File: config.mk
export PLATFORM = sky130hd
export DESIGN_NAME = mbox_ack_irq_agg
export DESIGN_NICKNAME = d
export VERILOG_FILES = /design/src/rtl/mbox_agg_pkg.sv /design/src/rtl/mbox_edge_det.sv /design/src/rtl/mbox_setclr_reg.sv /design/src/rtl/mbox_ack_irq_agg.sv
export SDC_FILE = /design/constraint.sdc
export NUM_CORES = 1
export LEC_CHECK = 0
export ABC_CLOCK_PERIOD_IN_PS = 2900
export BUFFER_PORTS_ARGS = -buffer_cell sky130_fd_sc_hd__buf_2
export CORE_AREA = 4 4 119 121
export CTS_CLUSTER_DIAMETER = 120
export DETAILED_ROUTE_END_ITERATION = 10
export DIE_AREA = 0 0 123 125
export PLACE_DENSITY = 0.75
export SKIP_LAST_GASP = 1
export SYNTH_ARGS = -nofsm -noshare
export SYNTH_HDL_FRONTEND = slang
export SYNTH_SLANG_ARGS = --single-unit
File: constraint.sdc
create_clock -name clk -period 2.9 [get_ports clk]
set_input_delay 0.725 -clock clk [delete_from_list [all_inputs] [get_ports clk]]
set_output_delay 0.725 -clock clk [all_outputs]
set_load 0.02 [all_outputs]
File: src/rtl/mbox_agg_pkg.sv
package mbox_agg_pkg;
  // Register byte offsets
  localparam int unsigned OFF_RAW  = 'h400;
  localparam int unsigned OFF_MASK = 'h404;
  localparam int unsigned OFF_STAT = 'h408;
  localparam int unsigned OFF_CLR  = 'h40C;
  localparam int unsigned OFF_DB   = 'h420;
  localparam int unsigned OFF_ENA  = 'h500;
  localparam int unsigned OFF_DIS  = 'h504;

  // Set-dominant update: bits in set_v win over bits in clr_v
  function automatic logic [63:0] set_over_clr(input logic [63:0] cur,
                                               input logic [63:0] set_v,
                                               input logic [63:0] clr_v);
    return (cur & ~clr_v) | set_v;
  endfunction
endpackage

File: src/rtl/mbox_edge_det.sv
module mbox_edge_det #(
  parameter int W = 32
) (
  input  logic         clk,
  input  logic         rst_n,
  input  logic [W-1:0] sig_in,
  output logic [W-1:0] rise_o
);
  logic [W-1:0] sig_q;

  always_ff @(posedge clk) begin
    if (!rst_n) sig_q <= '0;
    else        sig_q <= sig_in;
  end

  assign rise_o = sig_in & ~sig_q;
endmodule

File: src/rtl/mbox_setclr_reg.sv
module mbox_setclr_reg #(
  parameter int W = 32
) (
  input  logic         clk,
  input  logic         rst_n,
  input  logic         load_en,
  input  logic [W-1:0] load_val,
  input  logic [W-1:0] set_v,
  input  logic [W-1:0] clr_v,
  output logic [W-1:0] q
);
  import mbox_agg_pkg::*;

  logic [63:0] upd_wide;
  logic [W-1:0] d;

  assign upd_wide = set_over_clr(64'(q), 64'(set_v), 64'(clr_v));

  always_comb begin
    if (load_en) d = load_val;
    else         d = upd_wide[W-1:0];
  end

  always_ff @(posedge clk) begin
    if (!rst_n) q <= '0;
    else        q <= d;
  end
endmodule

File: src/rtl/mbox_ack_irq_agg.sv
module mbox_ack_irq_agg #(
  parameter int NUM_SRC = 32,
  parameter int ADDR_W  = 12
) (
  input  logic               clk,
  input  logic               rst_n,
  input  logic               wr_en,
  input  logic [ADDR_W-1:0]  addr,
  input  logic [NUM_SRC-1:0] wdata,
  output logic [NUM_SRC-1:0] rdata,
  input  logic [NUM_SRC-1:0] evt_in,
  output logic [NUM_SRC-1:0] peer_irq,
  output logic               irq_out
);
  import mbox_agg_pkg::*;

  localparam logic [ADDR_W-1:0] A_RAW  = ADDR_W'(OFF_RAW);
  localparam logic [ADDR_W-1:0] A_MASK = ADDR_W'(OFF_MASK);
  localparam logic [ADDR_W-1:0] A_STAT = ADDR_W'(OFF_STAT);
  localparam logic [ADDR_W-1:0] A_CLR  = ADDR_W'(OFF_CLR);
  localparam logic [ADDR_W-1:0] A_DB   = ADDR_W'(OFF_DB);
  localparam logic [ADDR_W-1:0] A_ENA  = ADDR_W'(OFF_ENA);
  localparam logic [ADDR_W-1:0] A_DIS  = ADDR_W'(OFF_DIS);
  localparam logic [NUM_SRC-1:0] ZERO  = '0;

  // Named internal events, also used by the checker
  logic               clr_hit, ena_hit, dis_hit, mask_hit, db_hit;
  logic [NUM_SRC-1:0] evt_rise;
  logic [NUM_SRC-1:0] raw_q, mask_q, db_q, stat_w;
  logic [NUM_SRC-1:0] clr_bits, ena_bits, dis_bits;

  assign clr_hit  = wr_en && (addr == A_CLR);
  assign ena_hit  = wr_en && (addr == A_ENA);
  assign dis_hit  = wr_en && (addr == A_DIS);
  assign mask_hit = wr_en && (addr == A_MASK);
  assign db_hit   = wr_en && (addr == A_DB);

  assign clr_bits = clr_hit ? wdata : ZERO;
  assign ena_bits = ena_hit ? wdata : ZERO;
  assign dis_bits = dis_hit ? wdata : ZERO;

  mbox_edge_det #(.W(NUM_SRC)) u_edge (
    .clk    (clk),
    .rst_n  (rst_n),
    .sig_in (evt_in),
    .rise_o (evt_rise)
  );

  mbox_setclr_reg #(.W(NUM_SRC)) u_raw (
    .clk      (clk),
    .rst_n    (rst_n),
    .load_en  (1'b0),
    .load_val (ZERO),
    .set_v    (evt_rise),
    .clr_v    (clr_bits),
    .q        (raw_q)
  );

  mbox_setclr_reg #(.W(NUM_SRC)) u_mask (
    .clk      (clk),
    .rst_n    (rst_n),
    .load_en  (mask_hit),
    .load_val (wdata),
    .set_v    (ena_bits),
    .clr_v    (dis_bits),
    .q        (mask_q)
  );

  mbox_setclr_reg #(.W(NUM_SRC)) u_db (
    .clk      (clk),
    .rst_n    (rst_n),
    .load_en  (db_hit),
    .load_val (wdata),
    .set_v    (ZERO),
    .clr_v    (ZERO),
    .q        (db_q)
  );

  assign stat_w   = raw_q & mask_q;
  assign irq_out  = |stat_w;
  assign peer_irq = db_q;

  always_comb begin
    unique case (addr)
      A_RAW:   rdata = raw_q;
      A_MASK:  rdata = mask_q;
      A_STAT:  rdata = stat_w;
      A_DB:    rdata = db_q;
      default: rdata = ZERO;
    endcase
  end
endmodule

# After elaboration in Yosys (flattened, before gate mapping)

Index checks and enable logic that the tools add are counted.

Logic and storage cells: 31
Input bits: 79
Flip-flop bits (word level): 128
Output and inout port bits: 65

Equality and inequality tests: 7
Reductions and logical operators: 6
Mux-type cells: 5
Bitwise operators: 9

Operators by type and width:

| operator                                                                 | number |
|---|---|
| 32-bit AND                                                               | 4 |
| 32-bit 2-to-1 mux                                                        | 4 |
| 32-bit case mux with 4 select lines                                      | 1 |
| 32-bit NOT                                                               | 3 |
| 12-bit by 11-bit equality test with 1-bit output (second input constant) | 7 |
| 32-bit bitwise OR                                                        | 2 |
| 32-bit OR reduction                                                      | 1 |
| 1-bit logical AND                                                        | 5 |

# Logic depth before layout (Yosys ltp)

Depth after elaboration: 7
Gate-level depth with buffers: 6
Mapped depth without buffers: 4

# Cells and area by module

Synthesis repeated with hierarchy kept, for this count alone.

Cells, all modules: 842
Area, all modules: 7402.1 sq um

Modules (own cells, without submodules):

| module           | area each (sq um) | times used | cells an instance |
|---|---|---|---|
| mbox_setclr_reg  | 1442.6            | 3          | 138 |
| mbox_ack_irq_agg | 1981.9            | 1          | 329 |
| mbox_edge_det    | 1092.3            | 1          | 99 |

# Least setup slack after synthesis

OpenSTA, ideal clock, no wires.

Kind: input to output
Start point: input addr[9]
End point: output rdata[10]
Arrival: 2.307 ns
Path buffers: 1
Stages: 4
Slack: -0.132 ns
Data required time: 2.175 ns
Cells stage by stage: nor4b_1 > nand3_1 > clkbuf_1 > o32ai_1

Cells in the longest elaborated chain, start to end: 2

Ends and longest elaborated chain:

| item                                             | RTL line               | RTL |
|---|---|---|
| from (decl)                                      | mbox_ack_irq_agg.sv:8  | `input logic [ADDR_W-1:0] addr,` |
| 12-bit by 11-bit equality test with 1-bit output | mbox_ack_irq_agg.sv:84 | `unique case (addr)` |
| 32-bit case mux with 4 select lines *            | mbox_ack_irq_agg.sv:84 |  |
| to (decl)                                        | mbox_ack_irq_agg.sv:10 | `output logic [NUM_SRC-1:0] rdata,` |

Mark *: on every way between the ends. The rest lies on a longest branch, timed or not.

# Final worst setup path

Start point: input addr[9]
End point: output rdata[2]

The elaborated chain is that of the path after synthesis.

==> metrics.txt <==
status=finished, final reports clean; Area after DPL=6820 um2; Slew headroom=0.685; Vert. Die Dim=125 um; #FFs+latches synth=128; HPWL Detailed=12.5 mm; Total Routed Length=18.3 mm; vias=roughly 5,600; clk sinks=128; Clock Path Buffers=2; Syn Area/Cell=8.71 um2; asr flop ratio synth=0; Num CTS Buffers=17; cell leakage power=roughly 3.2 nW; most frequent cell after synthesis=dfxtp_1; critical path class=primary input to primary output; die width=roughly 120 um; H-tree depth=4; fin area=about 7500 um2; reg-to-reg slack, setup=2.06 ns; Layout area overhead=28.0%; post-synth top area share=0.439; drc violations=0; Core Region=13,100 um2; Worst Tran Pin Value=approximately 0.47 ns; # nets final=887; fraction of final layout cells sized beyond drive strength 1=0.258; Final ANT Viol Nets=0; Clock power frac=0.497; crit path time final=2.77 ns; MaxCap Viol Count=0; top cells by area, synth=dfxtp_1 (44%), nor2b_1 (7.0%), a22oi_1 (6.2%), a21oi_1 (5.5%), o32ai_1 (4.8%); Initial Util=0.446; Post-synth EDFFs=0; syn nets=749; f_max=0.361 GHz; Hold Crit Class=flip-flop to flip-flop; total power=4.30 mW; Clock Skews=about 0.0079 ns; largest net degree at the start of global routing=54; CP Capture Type=primary output; vias in the first global route=5,351; Final setup viols=0; Max FO, Critical Path=33; CP startpoint kind=primary input; Sw Pwr=about 0.94 mW; WP data required=2.17 ns; clock slew at reported path FFs=0.05 ns; Net Sw Frac=0.219; Post-Syn Instances=670; Iteration-0 DRC Markers=roughly 440; Synth top cells by count=dfxtp_1 (128), nand2_1 (66), nor2b_1 (65), a21oi_1 (64), a22oi_1 (48); Worst Reg-to-Reg Cells=3; CTS root buf=clkbuf_16; hold wc startpoint=u_db.q[0]; P_int=3.36 mW; Pins Over Slew Limit=0; Hold Path End=u_db.q[0]; initial antenna violation count=2; Post-CTS Hold Buffers=0; power per cell area=approximately 580 nW/um2; Syn Std Cell Area=about 6000 um2; Ant. Diodes=0; Critical Path AT=about 2 ns; biggest area consumer among synthesized cells=dfxtp_1; post-synth cell types=32; endpoint of the worst-slack reg-to-reg timing path=u_raw.q[21]; RSZ-0062 raised after global routing=false; number of port buffers=143; YS warnings=0; combinational share of power=0.068; Tot GR Track Use=0.239; Reg-to-Reg Start=u_edge.sig_q[21]; CTS tree=built; standard-cell rows=42; grt ovf=0; worst vdd ir=around 0.00028 V; Seq/Total Area, Yosys=0.439; Hold Path Stages=2; Worst-Skew Late Latency=0.41 ns; Main synth FF type=dfxtp_1; IO Count=about 140; drt pass-1 iters=7; wire per inst=between 15 and 20 um; Reg power frac=0.435; Vias/cell=5.68; Die Area=15,400 um2; global-route wire length before repair=28.9 mm; Fin. Hold Viols=0; crit share post-route=0.956; Final Wtd Congestion=between 0.8 and 0.9
[registers in the layout, indices dropped and copies added, names as in the netlist]
register,count
u_db.q,32
u_mask.q,32
u_raw.q,32
u_edge.sig_q,32
[metrics by stage]
step	std cells	utilization	hold slack, ns	setup WS (ns)	setup TNS [ns]
final	995	0.571	0.473	0.127	0
after global routing	995	0.571	0.493	0.00727	0
after CTS	994	0.568	0.471	0.0232	0
after detailed placement	964	0.522	0.462	0.0309	0
after global placement	964	0.522	0.453	0.0453	0
after floorplan	670	-	0.531	-0.132	-3.97
[what timing repair did]
action	in CTS	in global routing
endpoints found under the setup margin	0	32
endpoints found under the hold margin	0	0
buffers inserted	0	1
resized for setup	0	5
[power groups by stage]
stage               logic (mW)  registers (mW)  clock network [mW]
global placement         0.281            1.90                   0
floorplan                0.157            1.88                   0
finish                   0.292            1.87                2.14
global route             0.325            1.87                2.25
CTS                      0.287            1.87                2.17
detailed placement       0.284            1.91                   0
[critical path, stage by stage]
cell and delay (ns):
buf_2 0.11, nor4b_2 0.32, nand3_1 0.17, buf_12 0.22, o32ai_1 0.28, buf_2 0.22
[cell usage in the layout (no fill, tap or decap), types with 2 or more instances in the layout]
cell type	instances
inv_1	33
and2_1	32
a21boi_1	5
nor2_1	2
a21oi_1	64
o21ai_0	32
buf_4	19
o32ai_2	4
o32ai_1	28
clkbuf_16	17
a22oi_1	48
nor4_4	3
dfxtp_1	128
bufinv_16	2
clkbuf_8	7
nand4_1	5
nand3_1	3
clkbuf_1	2
a21boi_0	27
nand2_1	66
a21o_1	32
buf_2	143
buf_12	5
nor2b_1	64
nor2_2	2
a211oi_1	32
[layout make-up]
cell class / instances / area [um2]
multi-input cells: 461 / 3000
clock inverters: 4 / 72.6
well taps: 176 / 220
clock buffers: 26 / 529
inverters: 33 / 124
fillers: 1183 / 5620
repair buffers: 167 / 958
flip-flops and latches: 128 / 2560
[metal layers]
| layer | vias to the layer above | global-route usage | share of wire |
|---|---|---|---|
| met5 | - | 0 | 0.0011 |
| li1 | 2695 | - | - |
| met3 | 32 | 0.0655 | 0.090 |
| met2 | 268 | 0.344 | 0.44 |
| met1 | 2648 | 0.344 | 0.45 |
| met4 | 4 | 0.0814 | 0.016 |
[worst max path at each step]
stage                 start   endpoint  slack, ns  depth (start not counted)
global placement    addr[9]  rdata[14]       0.05                          6
CTS                 addr[9]  rdata[13]       0.02                          6
global route        addr[9]  rdata[10]      0.007                          6
finish              addr[9]   rdata[2]       0.13                          6
detailed placement  addr[9]  rdata[13]       0.03                          6
floorplan           addr[9]  rdata[10]      -0.13                          4
[cell families (layout without fill, tap and decap cells)]
family / after synthesis / after routing / share of synthesized area
AO/OA/AOI/OAI: 273 / 273 / 0.320
AND/OR/NAND/NOR: 187 / 187 / 0.181
flip-flops: 128 / 128 / 0.439
buffers and inverters: 81 / 230 / 0.0585
XOR/XNOR: 1 / 1 / 0.00150
Power figures use the tool's default switching activity.
